[config.mk]
export PLATFORM = sky130hd
export DESIGN_NAME = rxq_buffer
export DESIGN_NICKNAME = d
export VERILOG_FILES = /design/src/rtl/rxq_pkg.sv /design/src/rtl/rxq_store.sv /design/src/rtl/rxq_status.sv /design/src/rtl/rxq_buffer.sv
export SDC_FILE = /design/constraint.sdc
export NUM_CORES = 1
export LEC_CHECK = 0
export BUFFER_PORTS_ARGS = -buffer_cell sky130_fd_sc_hd__buf_2
export CORE_UTILIZATION = 50
export CTS_CLUSTER_DIAMETER = 120
export DETAILED_ROUTE_END_ITERATION = 6
export GPL_TIMING_DRIVEN = 0
export HOLD_SLACK_MARGIN = 0.06
export PLACE_DENSITY = 0.77
export SYNTH_ARGS = -nofsm -noshare
export SYNTH_HDL_FRONTEND = slang
export SYNTH_SLANG_ARGS = --single-unit
[constraint.sdc]
create_clock -name clk -period 6.8 [get_ports clk]
set_input_delay 0.68 -clock clk [delete_from_list [all_inputs] [get_ports clk]]
set_output_delay 0.68 -clock clk [all_outputs]
set_load 0.005 [all_outputs]
[src/rtl/rxq_pkg.sv]
package rxq_pkg;
   localparam int unsigned CLR_OVR_BIT = 0;
   localparam int unsigned CLR_IRQ_BIT = 1;
   localparam int unsigned CLR_W       = 2;
endpackage

[src/rtl/rxq_store.sv]
module rxq_store #(
   parameter int unsigned DEPTH = 16,
   parameter int unsigned WIDTH = 8
) (
   input  logic             clk,
   input  logic             rst_n,
   input  logic             flush_i,
   input  logic             push_i,
   input  logic             pop_i,
   input  logic             deep_i,
   input  logic [WIDTH-1:0] din_i,
   output logic [WIDTH-1:0] head_o,
   output logic             empty_o,
   output logic             full_o
);
   localparam int unsigned AW = (DEPTH > 1) ? $clog2(DEPTH) : 1;
   localparam int unsigned CW = $clog2(DEPTH + 1);
   localparam bit          POW2 = (DEPTH == (1 << AW));

   generate
      if (DEPTH < 2) begin : g_bad_depth
         $error("rxq_store: DEPTH must be at least 2");
      end
      if (WIDTH < 1) begin : g_bad_width
         $error("rxq_store: WIDTH must be at least 1");
      end
   endgenerate

   logic [WIDTH-1:0] mem [DEPTH];
   logic [AW-1:0]    wptr, rptr, wptr_nx, rptr_nx;
   logic [CW-1:0]    count, cap;

   generate
      if (POW2) begin : g_wrap_free
         assign wptr_nx = wptr + AW'(1);
         assign rptr_nx = rptr + AW'(1);
      end else begin : g_wrap_cmp
         assign wptr_nx = (wptr == AW'(DEPTH - 1)) ? '0 : wptr + AW'(1);
         assign rptr_nx = (rptr == AW'(DEPTH - 1)) ? '0 : rptr + AW'(1);
      end
   endgenerate

   assign cap     = deep_i ? CW'(DEPTH) : CW'(1);
   assign empty_o = (count == '0);
   assign full_o  = (count >= cap);
   assign head_o  = mem[rptr];

   always_ff @(posedge clk) begin
      if (push_i) mem[wptr] <= din_i;
   end

   always_ff @(posedge clk or negedge rst_n) begin
      if (!rst_n) begin
         wptr  <= '0;
         rptr  <= '0;
         count <= '0;
      end else if (flush_i) begin
         wptr  <= '0;
         rptr  <= '0;
         count <= '0;
      end else begin
         if (push_i) wptr <= wptr_nx;
         if (pop_i)  rptr <= rptr_nx;
         case ({push_i, pop_i})
            2'b10:   count <= count + CW'(1);
            2'b01:   count <= count - CW'(1);
            default: count <= count;
         endcase
      end
   end

   AST_CAP_LIMIT: assert property (@(posedge clk) disable iff (!rst_n)
      count <= cap || $past(deep_i) != deep_i) else $error("count above capacity");
   AST_NO_PUSH_FULL: assert property (@(posedge clk) disable iff (!rst_n)
      full_o && !pop_i && !flush_i |=> !(count == '0 && $past(count) != '0)) else $error("full buffer lost data");
   AST_FLUSH_EMPTIES: assert property (@(posedge clk) disable iff (!rst_n)
      flush_i |=> empty_o) else $error("flush left data");
endmodule

[src/rtl/rxq_status.sv]
module rxq_status
   import rxq_pkg::*;
(
   input  logic            clk,
   input  logic            rst_n,
   input  logic            flush_i,
   input  logic            ovr_set_i,
   input  logic            irq_set_i,
   input  logic            irq_rd_clr_i,
   input  logic            clr_we_i,
   input  logic [CLR_W-1:0] clr_mask_i,
   output logic            overrun_o,
   output logic            rx_irq_o
);
   logic clr_ovr, clr_irq;

   assign clr_ovr = clr_we_i & clr_mask_i[CLR_OVR_BIT];
   assign clr_irq = (clr_we_i & clr_mask_i[CLR_IRQ_BIT]) | irq_rd_clr_i | flush_i;

   always_ff @(posedge clk or negedge rst_n) begin
      if (!rst_n) begin
         overrun_o <= 1'b0;
         rx_irq_o  <= 1'b0;
      end else begin
         if (ovr_set_i)    overrun_o <= 1'b1;
         else if (clr_ovr) overrun_o <= 1'b0;
         if (irq_set_i)    rx_irq_o  <= 1'b1;
         else if (clr_irq) rx_irq_o  <= 1'b0;
      end
   end

   AST_OVR_STICKY: assert property (@(posedge clk) disable iff (!rst_n)
      overrun_o && !clr_ovr |=> overrun_o) else $error("overrun not sticky");
   AST_IRQ_SET: assert property (@(posedge clk) disable iff (!rst_n)
      irq_set_i |=> rx_irq_o) else $error("irq not raised");
endmodule

[src/rtl/rxq_buffer.sv]
module rxq_buffer
   import rxq_pkg::*;
#(
   parameter int unsigned DEPTH = 16,
   parameter int unsigned WIDTH = 8
) (
   input  logic             clk,
   input  logic             rst_n,
   input  logic             fifo_mode_i,
   input  logic             rx_valid_i,
   input  logic [WIDTH-1:0] rx_byte_i,
   input  logic             rd_strobe_i,
   input  logic             clr_we_i,
   input  logic [1:0]       clr_mask_i,
   output logic [WIDTH-1:0] rd_data_o,
   output logic             empty_o,
   output logic             full_o,
   output logic             overrun_o,
   output logic             rx_irq_o
);
   logic             mode_q, flush, accept, pop;
   logic [WIDTH-1:0] head;

   assign flush  = (fifo_mode_i != mode_q);
   assign accept = rx_valid_i & ~full_o & ~flush;
   assign pop    = rd_strobe_i & ~empty_o & ~flush;

   always_ff @(posedge clk or negedge rst_n) begin
      if (!rst_n) begin
         mode_q    <= 1'b0;
         rd_data_o <= '0;
      end else begin
         mode_q <= fifo_mode_i;
         if (pop) rd_data_o <= head;
      end
   end

   rxq_store #(.DEPTH(DEPTH), .WIDTH(WIDTH)) u_store (
      .clk     (clk),
      .rst_n   (rst_n),
      .flush_i (flush),
      .push_i  (accept),
      .pop_i   (pop),
      .deep_i  (mode_q),
      .din_i   (rx_byte_i),
      .head_o  (head),
      .empty_o (empty_o),
      .full_o  (full_o)
   );

   rxq_status u_status (
      .clk          (clk),
      .rst_n        (rst_n),
      .flush_i      (flush),
      .ovr_set_i    (rx_valid_i & full_o & ~flush),
      .irq_set_i    (accept & empty_o),
      .irq_rd_clr_i (pop & ~mode_q),
      .clr_we_i     (clr_we_i),
      .clr_mask_i   (clr_mask_i),
      .overrun_o    (overrun_o),
      .rx_irq_o     (rx_irq_o)
   );

   AST_EMPTY_READ_HOLDS: assert property (@(posedge clk) disable iff (!rst_n)
      rd_strobe_i && empty_o |=> $stable(rd_data_o)) else $error("empty read changed data");
   AST_FULL_NOT_EMPTY: assert property (@(posedge clk) disable iff (!rst_n)
      !(full_o && empty_o)) else $error("full and empty together");
   AST_QUEUE_READ_KEEPS_IRQ: assert property (@(posedge clk) disable iff (!rst_n)
      mode_q && fifo_mode_i && rx_irq_o && !clr_we_i |=> rx_irq_o) else $error("queue read cleared irq");
endmodule

==> flow_metrics.py <==
metrics = {
    "run_status": {
        "run_status": "finished clean",
    },
    "drt": {
        "routed_wire_length_per_instance_um": 21.3,
        "drc_errors": 0,
        "avgViaCountPerCell": 5.70,
        "route.antenna.remaining_nets": 0,
        "firstDrtPassIters": 4,
        "drt_iter0_drc": 244,
        "vias": 3206,
        "detail_route.wirelength_um": 12000,
    },
    "sta": {
        "timing.slew.headroom": 0.452,
        "rsz_0062_raised_after_global_routing": "false",
        "fmax_ghz": 0.287,
        "timing.final.ws_setup_ns": 3.32,
        "maxSlewViolCount": 0,
        "finClkSkew_ns": 0.00882,
        "worstMarginPinSlew_ns": 0.822,
        "timing.setup.tns_ns": 0,
        "period_share": 0.512,
        "timing.final.hold_violations": 0,
        "setup-violations-final": 0,
        "timing.final.crit_period_ns": 3.48,
    },
    "floorplan": {
        "die_height_um": 114,
        "fp.dieArea_sq_um": 13000,
        "floorplan.die.width_um": 114,
        "design.core.area_sq_um": 12100,
        "initial_core_utilization": 0.516,
        "rows": 40,
        "num_io_pins": 28,
    },
    "cts": {
        "cts.root.buffer_cell": "clkbuf_16",
        "postCtsSetupRepairBufs": 0,
        "ctsHtreeMaxLevel": 4,
        "cts_tree": "built",
        "insertion_delay_ns": 0.42,
        "clock_slew_at_reported_path_ffs_ns": 0.06,
        "ctsResizeCount": 0,
        "cts-hold-fix-buffers": 0,
        "cts_num_sinks": 152,
        "clock_path_buffers": 2,
        "cts-buffers-inserted": 17,
    },
    "critical_path": {
        "ff2ff_path_depth": 11,
        "reg2reg_to": "u_store.count[4]$_DFFE_PN0P_",
        "ff2ff_setup_slack_ns": 3.32,
        "critical_path_start": "u_store.count[0]$_DFFE_PN0P_",
        "critical_path_peak_fanout": 8,
        "worst_r2r_startpoint": "u_store.count[0]$_DFFE_PN0P_",
        "critical_path_class": "reg -> reg",
        "timing.critical_path.required_ns": 7.08,
        "startpoint_type": "flop",
        "worstPathArrival_ns": 3.76,
        "end_kind": "flop",
    },
    "global_routing": {
        "grt_overflow": 0,
        "antenna_found_initial": 0,
        "aggregate_global_route_resource_usage": 0.209,
        "first_global_vias": 3453,
        "grt_start_max_net_pins": 25,
        "grt_pass1_wl_um": 19100,
    },
    "placed_design": {
        "port_buffers": 27,
        "placer_s_final_routability_congestion_estimate": 0.807,
        "detailedPlace.worstSlack_ns": 3.33,
        "postPlaceCellArea_sq_um": 6600,
        "dp.final_hpwl_um": 7880,
    },
    "synth": {
        "synthesis.area_per_instance_sq_um": 18.7,
        "netlist_top_cells_area": "edfxtp_1 61%, mux4_2 12%, dfrtp_1 9.6%",
        "synth.yosys.seq_area_share": 0.711,
        "syn-instance-count": 335,
        "postSynthRegisterBits": 152,
        "synth-edff-count": 128,
        "ys_dominant_reg_cell": "edfxtp_1",
        "synth_largest_area_cell": "edfxtp_1",
        "synthDistinctLibCells": 43,
        "asyncSetResetFlopFracSynth": 0.158,
        "synth.net_count": 362,
        "synth_top_area_frac": 0.615,
        "netlist_area_sq_um": 6250,
        "yosys_warnings": 0,
    },
    "power": {
        "p_leak_nw": 2.47,
        "ir_drop_v": 0.000275,
        "power.density_cell_area_nw_per_um2": 355,
        "pwr_total_w": 0.00254,
    },
    "finish": {
        "num-nets-final": 408,
        "finalInstanceArea_sq_um": 7170,
        "antenna_cells_inserted": 0,
        "drive_gt1_frac": 0.259,
        "syn_to_final_growth_pct": 14.7,
        "commonest_non_fill_non_tap_cell_in_the_layout": "edfxtp_1",
        "fillerInstances": 896,
        "final_cell_mix": "128 x edfxtp_1, 32 x mux4_2, 30 x buf_2",
    },
    "min_path": {
        "path_type_of_the_worst_min_delay_path": "in -> async",
    },
    "flow_run": {
        "timing.max_cap.violations": 0,
    },
}
==> cells by family after synthesis <==
group                      after synthesis  share of synthesized area
DFF                                    152                      0.711
and+or+nand+nor                         67                     0.0582
muxes                                   49                      0.142
AOI/OAI and AO/OA                       24                     0.0342
buffers and inverters                   21                     0.0144
xor gates and xnor gates                11                     0.0166
adders and majority gates               11                     0.0232
==> metal layers <==
metal | vias up | global-route usage | share of wire
met1 | 1659 | 0.267 | 0.42
met5 | - | 0 | 0
met4 | 0 | 0.0762 | 0.013
met2 | 102 | 0.345 | 0.52
met3 | 18 | 0.0563 | 0.049
li1 | 1427 | - | -
==> flip-flops by register name, indices dropped and copies added (netlist names) <==
name / flops
u_status.overrun_o: 1
rd_data_o: 8
mode_q: 1
u_store.mem: 128
u_store.wptr: 4
u_store.rptr: 4
u_status.rx_irq_o: 1
u_store.count: 5
==> through the flow <==
| stage | utilization | std cells | hold WS (ns) |
|---|---|---|---|
| 2_1_floorplan | - | 335 | 0.384 |
| 3_3_place_gp | 0.545 | 530 | 0.468 |
| 3_5_place_dp | 0.545 | 530 | 0.487 |
| 4_1_cts | 0.592 | 562 | 0.271 |
| 5_1_grt | 0.592 | 562 | 0.296 |
| 6_report | 0.592 | 562 | 0.275 |
==> area by class of cell <==
class | count | area (sq um) | share of cell area
Sequential cell | 152 | 4440 | 0.620
Clock inverter | 14 | 144 | 0.0201
Multi-Input combinational cell | 162 | 1720 | 0.240
Tap cell | 168 | 210 | 0.0293
Buffer | 13 | 60.1 | 0.00838
Inverter | 8 | 30.0 | 0.00419
Clock buffer | 18 | 429 | 0.0598
Timing Repair Buffer | 27 | 135 | 0.0188
==> worst max-delay path by stage <==
stage	endpoint	slack (ns)
2_1_floorplan	u_store.count[4]$_DFFE_PN0P_	3.64
3_3_place_gp	u_store.count[4]$_DFFE_PN0P_	3.44
3_5_place_dp	u_store.count[4]$_DFFE_PN0P_	3.33
4_1_cts	u_store.count[4]$_DFFE_PN0P_	3.30
5_1_grt	u_store.count[4]$_DFFE_PN0P_	3.08
6_report	u_store.count[4]$_DFFE_PN0P_	3.32
==> synthesized netlist by cell type (4+ instances only) <==
cell type and number:
mux4_2 32, o221ai_1 8, nor2_1 10, xor2_1 5, mux2i_1 17, ha_1 10, edfxtp_1 128, xnor2_1 5
dfrtp_1 24, inv_1 8, and2_1 17, nand3_1 4, clkbuf_1 8, nand2_1 18
==> where the power goes <==
part / leakage, nW / total, W / internal (W) / switching, W
Clock: 0.275 / 0.000911 / 0.000542 / 0.000369
Combinational: 0.730 / 0.000511 / 0.000236 / 0.000276
Sequential: 1.47 / 0.00112 / 0.00107 / 0.0000479
==> worst max-delay path, cell delays in order, from the launching register on <==
cell and delay (ns):
dfrtp_1 0.47, inv_1 0.13, ha_1 0.34, o41ai_4 0.63, or3_2 0.25, inv_1 0.08
ha_1 0.33, nor2b_1 0.15, o21a_1 0.18, or4_2 0.56, a21oi_1 0.17, nor3b_1 0.06
(Power assumes the default switching activity.)
